==> src/rtl/lrsc_pkg.sv <==
// Shared definitions for the LR/SC monitor: operation kinds and
// the fixed instruction-field encodings it recognises.
package lrsc_pkg;

    typedef enum logic [1:0] {
        OP_NONE = 2'd0,
        OP_LR   = 2'd1,
        OP_SC   = 2'd2,
        OP_BAD  = 2'd3
    } lrsc_op_e;

    localparam logic [6:0] OPC_ATOMIC = 7'b0101111;
    localparam logic [2:0] WIDTH_WORD = 3'b010;
    localparam logic [4:0] KIND_LR    = 5'b00010;
    localparam logic [4:0] KIND_SC    = 5'b00011;

endpackage

==> src/rtl/lrsc_decode.sv <==
// Instruction classifier.
// Turns the fields of a request word into LR, SC, illegal or none.
// Assumes the caller slices the fields; the ordering bits and the
// base-register field do not affect the classification.
module lrsc_decode
    import lrsc_pkg::*;
(
    input  logic       valid,
    input  logic [4:0] kind,
    input  logic [4:0] src2,
    input  logic [2:0] width,
    input  logic [6:0] opcode,
    output lrsc_op_e   op
);

    // Classify the request from its major opcode, width and kind fields
    always_comb begin
        op = OP_NONE;
        if (valid) begin
            op = OP_BAD;
            if (opcode == OPC_ATOMIC && width == WIDTH_WORD) begin
                if (kind == KIND_LR && src2 == 5'd0) begin
                    op = OP_LR;
                end else if (kind == KIND_SC) begin
                    op = OP_SC;
                end
            end
        end
    end

endmodule

==> src/rtl/lrsc_resv.sv <==
// Single reservation register over an aligned granule.
// Tracks one valid bit and the granule tag. It reports whether
// the granule of chk_addr is still covered this cycle, taking a
// same-cycle snoop hit into account. A set wins over a clear.
module lrsc_resv #(
    parameter int AW  = 6,
    parameter int GL2 = 3
) (
    input  logic          clk,
    input  logic          rst_n,
    input  logic          set,
    input  logic          clear,
    input  logic [AW-1:0] addr,
    input  logic          snoop_valid,
    input  logic [AW-1:0] snoop_addr,
    output logic          covers,
    output logic          vld_q,
    output logic [AW-GL2-1:0] tag_q
);

    localparam int TW = AW - GL2;

    logic [TW-1:0] req_tag;
    logic [TW-1:0] snp_tag;
    logic          snp_hit_cur;
    logic          snp_hit_new;

    // Granule tags of the request and of the snooped store
    always_comb begin
        req_tag     = addr[AW-1:GL2];
        snp_tag     = snoop_addr[AW-1:GL2];
        snp_hit_cur = snoop_valid && vld_q && (snp_tag == tag_q);
        snp_hit_new = snoop_valid && (snp_tag == req_tag);
        covers      = vld_q && (tag_q == req_tag) && !snp_hit_cur;
    end

    // Update the reservation on LR, SC and snoop hits
    always_ff @(posedge clk) begin
        if (!rst_n) begin
            vld_q <= 1'b0;
            tag_q <= '0;
        end else if (set) begin
            vld_q <= !snp_hit_new;
            tag_q <= req_tag;
        end else if (clear || snp_hit_cur) begin
            vld_q <= 1'b0;
        end
    end

endmodule

==> src/rtl/lrsc_mem.sv <==
// Private word memory.
// One combinational read port and one synchronous write port.
// All words are cleared by reset.
module lrsc_mem #(
    parameter int WORDS = 16,
    parameter int IW    = 4
) (
    input  logic          clk,
    input  logic          rst_n,
    input  logic [IW-1:0] rd_idx,
    output logic [31:0]   rd_word,
    input  logic          we,
    input  logic [IW-1:0] wr_idx,
    input  logic [31:0]   wr_word
);

    logic [31:0] store_q [WORDS];

    // Read the addressed word without delay
    always_comb rd_word = store_q[rd_idx];

    // Clear on reset, otherwise write one word when enabled
    always_ff @(posedge clk) begin
        if (!rst_n) begin
            for (int i = 0; i < WORDS; i++) store_q[i] <= '0;
        end else if (we) begin
            store_q[wr_idx] <= wr_word;
        end
    end

endmodule

==> src/rtl/lrsc_monitor.sv <==
// LR/SC reservation monitor, top level.
// Runs one word LR or SC per cycle against the private memory and
// registers the response one cycle later. Assumes the request
// address already holds the base-register value and that XLEN > 32.
module lrsc_monitor
    import lrsc_pkg::*;
#(
    parameter int XLEN       = 64,
    parameter int WORDS      = 16,
    parameter int GRAN_BYTES = 8
) (
    input  logic                          clk,
    input  logic                          rst_n,
    input  logic                          req_valid,
    input  logic [31:0]                   req_insn,
    input  logic [$clog2(WORDS*4)-1:0]    req_addr,
    input  logic [31:0]                   req_wdata,
    input  logic                          snoop_valid,
    input  logic [$clog2(WORDS*4)-1:0]    snoop_addr,
    output logic                          rsp_valid,
    output logic [4:0]                    rsp_rd,
    output logic [XLEN-1:0]               rsp_data,
    output logic                          rsp_err
);

    localparam int AW  = $clog2(WORDS * 4);
    localparam int IW  = $clog2(WORDS);
    localparam int GL2 = $clog2(GRAN_BYTES);

    lrsc_op_e          op;
    logic              misaligned;
    logic              lr_go;
    logic              sc_go;
    logic              covers;
    logic              mem_we;
    logic              resv_vld;
    logic [AW-GL2-1:0] resv_tag;
    logic [31:0]       rd_word;
    logic [XLEN-1:0]   rsp_data_d;
    logic              rsp_err_d;

    lrsc_decode u_decode (
        .valid  (req_valid),
        .kind   (req_insn[31:27]),
        .src2   (req_insn[24:20]),
        .width  (req_insn[14:12]),
        .opcode (req_insn[6:0]),
        .op     (op)
    );

    lrsc_resv #(.AW(AW), .GL2(GL2)) u_resv (
        .clk         (clk),
        .rst_n       (rst_n),
        .set         (lr_go),
        .clear       (sc_go),
        .addr        (req_addr),
        .snoop_valid (snoop_valid),
        .snoop_addr  (snoop_addr),
        .covers      (covers),
        .vld_q       (resv_vld),
        .tag_q       (resv_tag)
    );

    lrsc_mem #(.WORDS(WORDS), .IW(IW)) u_mem (
        .clk     (clk),
        .rst_n   (rst_n),
        .rd_idx  (req_addr[AW-1:2]),
        .rd_word (rd_word),
        .we      (mem_we),
        .wr_idx  (req_addr[AW-1:2]),
        .wr_word (req_wdata)
    );

    // Qualify operations by alignment and pick the response value
    always_comb begin
        misaligned = |req_addr[1:0];
        lr_go      = (op == OP_LR) && !misaligned;
        sc_go      = (op == OP_SC) && !misaligned;
        mem_we     = sc_go && covers;
        rsp_err_d  = (op == OP_BAD) || ((op != OP_NONE) && misaligned);
        rsp_data_d = '0;
        if (lr_go) begin
            rsp_data_d = {{(XLEN-32){rd_word[31]}}, rd_word};
        end else if (op == OP_SC) begin
            rsp_data_d = mem_we ? '0 : XLEN'(1);
        end
    end

    // Register the one-cycle response
    always_ff @(posedge clk) begin
        if (!rst_n) begin
            rsp_valid <= 1'b0;
            rsp_rd    <= '0;
            rsp_data  <= '0;
            rsp_err   <= 1'b0;
        end else begin
            rsp_valid <= (op != OP_NONE);
            rsp_rd    <= req_insn[11:7];
            rsp_data  <= rsp_data_d;
            rsp_err   <= rsp_err_d;
        end
    end

endmodule

==> config.mk <==
export PLATFORM = sky130hd
export DESIGN_NAME = lrsc_monitor
export DESIGN_NICKNAME = d
export VERILOG_FILES = /design/src/rtl/lrsc_pkg.sv /design/src/rtl/lrsc_decode.sv /design/src/rtl/lrsc_resv.sv /design/src/rtl/lrsc_mem.sv /design/src/rtl/lrsc_monitor.sv
export SDC_FILE = /design/constraint.sdc
export NUM_CORES = 1
export LEC_CHECK = 0
export ABC_AREA = 0
export BUFFER_PORTS_ARGS = -buffer_cell sky130_fd_sc_hd__clkbuf_2
export CELL_PAD_IN_SITES_DETAIL_PLACEMENT = 1
export CELL_PAD_IN_SITES_GLOBAL_PLACEMENT = 2
export CORE_AREA = 2 2 237 239
export CTS_CLUSTER_DIAMETER = 80
export DETAILED_ROUTE_END_ITERATION = 8
export DIE_AREA = 0 0 239 241
export GPL_ROUTABILITY_DRIVEN = 0
export GPL_TIMING_DRIVEN = 0
export PLACE_DENSITY = 0.85
export SYNTH_ARGS = -nofsm -noshare
export SYNTH_HDL_FRONTEND = slang
export SYNTH_SLANG_ARGS = --single-unit
==> constraint.sdc <==
create_clock -name clk -period 5.6 [get_ports clk]
set_input_delay 0.28 -clock clk [delete_from_list [all_inputs] [get_ports clk]]
set_output_delay 0.28 -clock clk [all_outputs]
set_load 0.02 [all_outputs]
==> metrics.md <==
| Metric | Value |
|---|---|
| Main combinational cell family by area after synthesis | multiplexers |
| Complex-gate fraction of the synthesized area | 0.00690 |
| Count leader, synth | edfxtp_1 |
| Final worst-path cycle share | 0.624 |
| Crit Reg-Reg Startpoint | u_resv.tag_q[0] |
| Layout fillers | 5,317 |
| Post-synth EDFFs | 512 |
| H-tree Lvls | 2 |
| Crit Path Category | primary input to flop |
| First-pass DRT Iterations | 5 |
| Setup crit end kind | flop |
| Top cell type's share of synthesized area | 0.628 |
| Slew @ Worst Pin | 1.29 ns |
| WP data required | 5.91 ns |
| Worst Hold Class | primary input to flop |
| Multiplexer share of the synthesized area | 0.146 |
| Final-stage net count | 1,910 |
| R2r endpoint | u_mem.store_q[3][9] |
| Power density over cell area | 321 nW/um2 |
| Fmax | 286 MHz |
| CP max stage delay | 0.94 ns |
| DRC Markers | 0 |
| Unrepaired setup endpoints after global routing | no |
| IR drop worst, VDD | 258 uV |
| DP HPWL | 57.4 mm |
| XOR/XNOR Fraction of Synth Area | 0.00322 |
| Placed cells | 2,467 |
| Detailed-route wire length per cell | 33.7 um |
| Post-Synth Adder-Cell Area | 0 |
| CP endpoint | u_mem.store_q[3][9] |
| # clock sinks | 555 |
| IO Count | 151 |
| Layout cells sized above 1 | 0.287 |
| Net Sw Power | 2130 uW |
| P&R area growth vs syn | 17.1% |
| Max-slew violation count | 0 |
| Post-synthesis cell type count | 35 |
| Clk slew on worst S/H paths | 0.06 ns |
| Max_slew headroom | 0.141 |
| Synthesized Nets | 1,686 |
| IO buf count | 135 |
| First-pass GRT wire length | 124 mm |
| Slowest CP cell | o21ai_4 |
| CP startpoint kind | primary input |
| Antenna violations before repair | 0 |
| PostCTS Resize Cnt | 0 |
| CTS Hold Buffers Added | 8 |
| CTS tree | built |
| Worst skew pair latency | 0.64 ns |
| Commonest cells in the netlist | edfxtp_1 (512), nor3_1 (493), mux4_2 (159) |
| Logic pwr share | 0.077 |
| Synthesized cell area | 24,500 um2 |
| Final setup violation count | 0 |
| CTS Buf Count | 57 |
| Final hold violation count | 0 |
| Clk root buf | clkbuf_16 |
| Post-synthesis sequential area ratio | 0.663 |
| MaxCap Viol Count | 0 |
| Synth Area in Simple Gates | 0.135 |
| Via count | 16,900 |
| Clock power frac | 0.416 |
| R2R depth | 6 |
| Initial detailed-routing violation count | 2,298 |
| Critical path fanouts, max | 17 |
| Syn. warnings | 0 |
| DIE WIDTH | 239 um |
| Non-Filler Instances | 2,583 |
| Crit path launch | req_addr[0] |
| Clock skew | 0.0260 ns |
| Row count | 86 |
| Die Footprint | 57,600 um2 |
| Setup tns final | 0 ns |
| Mapped Cells | 1,606 |
| Reg power frac | 0.508 |
| Initial Util | 0.446 |
| P_int | 7080 uW |
| Sw Share | 0.231 |
| Mapped Avg Cell Area | 15.3 um2 |
| Tot GR Track Use | 0.305 |
| Ys async rst share | 0 |
| Synth Flop Type | edfxtp_1 |
| Total congestion overflow | 0 |
| FF-to-FF setup slack | 2.21 ns |
| Longest Clk Path Bufs | 3 |
| Largest area contributor in the netlist | edfxtp_1 |
| Antenna-violating nets left | 0 |
| Most area-consuming cells after synthesis | edfxtp_1 (63%), mux4_2 (15%), nor3_1 (10%), dfxtp_1 (3.5%), buf_2 (1.3%) |
| Vias in the first global route | 17,700 |
| Crit path time final | 3.49 ns |
| Pleak | 0.00939 uW |
| Status | completed |
| Die Height | 241 um |
| Core Area | 54,900 um2 |
| Largest net degree at the start of global routing | 34 |
| WL final | 87.1 mm |
| Worst Path Arrival | 3.81 ns |
| Yosys reg bits | 555 |
| Cell Chain, Critical Path | dlygate4sd3_1 > clkbuf_2 > nor4_1 > and4_1 > buf_2 > nand4_2 > clkbuf_1 > o21ai_4 > buf_16 |
| Vias per cell | 6.56 |
| Post-CTS Setup Bufs | 0 |
==> cell usage in the layout (no fill, tap or decap), drive strengths merged, types with 3 or more instances in the layout <==
| cell | instances |
|---|---|
| edfxtp | 512 |
| o21ai | 20 |
| a21oi | 4 |
| clkinv | 15 |
| nand2 | 43 |
| and4 | 4 |
| dfxtp | 43 |
| nor2 | 5 |
| nand3 | 13 |
| nand4 | 3 |
| xor2 | 3 |
| buf | 171 |
| and3 | 3 |
| mux4 | 159 |
| xnor2 | 6 |
| nor2b | 34 |
| inv | 5 |
| clkbuf | 293 |
| dlygate4sd3 | 8 |
| bufinv | 3 |
| and2 | 7 |
| nor3 | 513 |
==> worst min path at each step <==
stage               cells after the start   endpoint  slack (ns)    startpoint
floorplan                               1  rsp_rd[0]        0.41   req_insn[7]
global placement                        2  rsp_rd[2]        0.49   req_insn[9]
detailed placement                      2  rsp_rd[3]        0.50  req_insn[10]
CTS                                     3    rsp_err        0.03  req_insn[27]
global route                            3    rsp_err        0.07  req_insn[27]
finish                                  3    rsp_err        0.05  req_insn[27]
==> per-layer routing <==
metal / part of all wire / up-vias / GRT usage / routed length, um
met5: 0 / - / 0 / 0
met4: 0.051 / 0 / 0.157 / 4430
met2: 0.47 / 1203 / 0.490 / 41300
li1: - / 6732 / - / -
met1: 0.37 / 8729 / 0.397 / 31900
met3: 0.11 / 270 / 0.0633 / 9520
==> cell families (layout without fill, tap and decap cells) <==
family          after synthesis  count (layout)
buf+inv                     223             495
other cells                   0               1
compound gates               30              30
simple gates                630             630
mux                         159             159
xor+xnor                      9               9
flops                       555             555
==> sequential cells by signal (all words and copies together), names as in the netlist <==
signal	flops
rsp_data	32
rsp_err	1
rsp_rd	5
rsp_valid	1
u_mem.store_q	512
u_resv.tag_q	3
u_resv.vld_q	1
==> worst max-delay path: cells and delay by family <==
| kind | cells | cell delay [ns] |
|---|---|---|
| AO/OA/AOI/OAI | 1 | 0.94 |
| buffers and inverters | 5 | 1.71 |
| AND/OR/NAND/NOR | 3 | 0.82 |
==> per-stage QoR <==
step                hold WS [ns]  setup WS [ns]   util  power, uW  cell area, um2
floorplan                  0.407           1.52      -       5150           24500
global placement           0.489          -2.41  0.475       5390           26000
detailed placement         0.495           1.71  0.488       5450           26800
CTS                       0.0320           2.20  0.523       9200           28700
global route              0.0666           2.04  0.523       9370           28700
finish                    0.0484           2.11  0.523       9220           28700
==> power groups by stage <==
| stage | sequential, uW | clock, uW | combinational [uW] |
|---|---|---|---|
| after floorplan | 4760 | 0 | 386 |
| after global placement | 4780 | 0 | 612 |
| after detailed placement | 4760 | 0 | 686 |
| after CTS | 4680 | 3820 | 698 |
| after global routing | 4690 | 3950 | 729 |
| final | 4680 | 3830 | 706 |
==> layout make-up <==
type,count,area (um2),share of cell area
sequential,555,16200,0.566
multi-input combinational,828,7300,0.255
clock buffer,86,1660,0.0578
timing repair buffer,165,1290,0.0451
buffer,221,1120,0.0392
tap,704,881,0.0307
clock inverter,21,181,0.00632
inverter,2,7.51,0.000262
antenna,1,2.50,0.0000872
(Power assumes the default switching activity.)
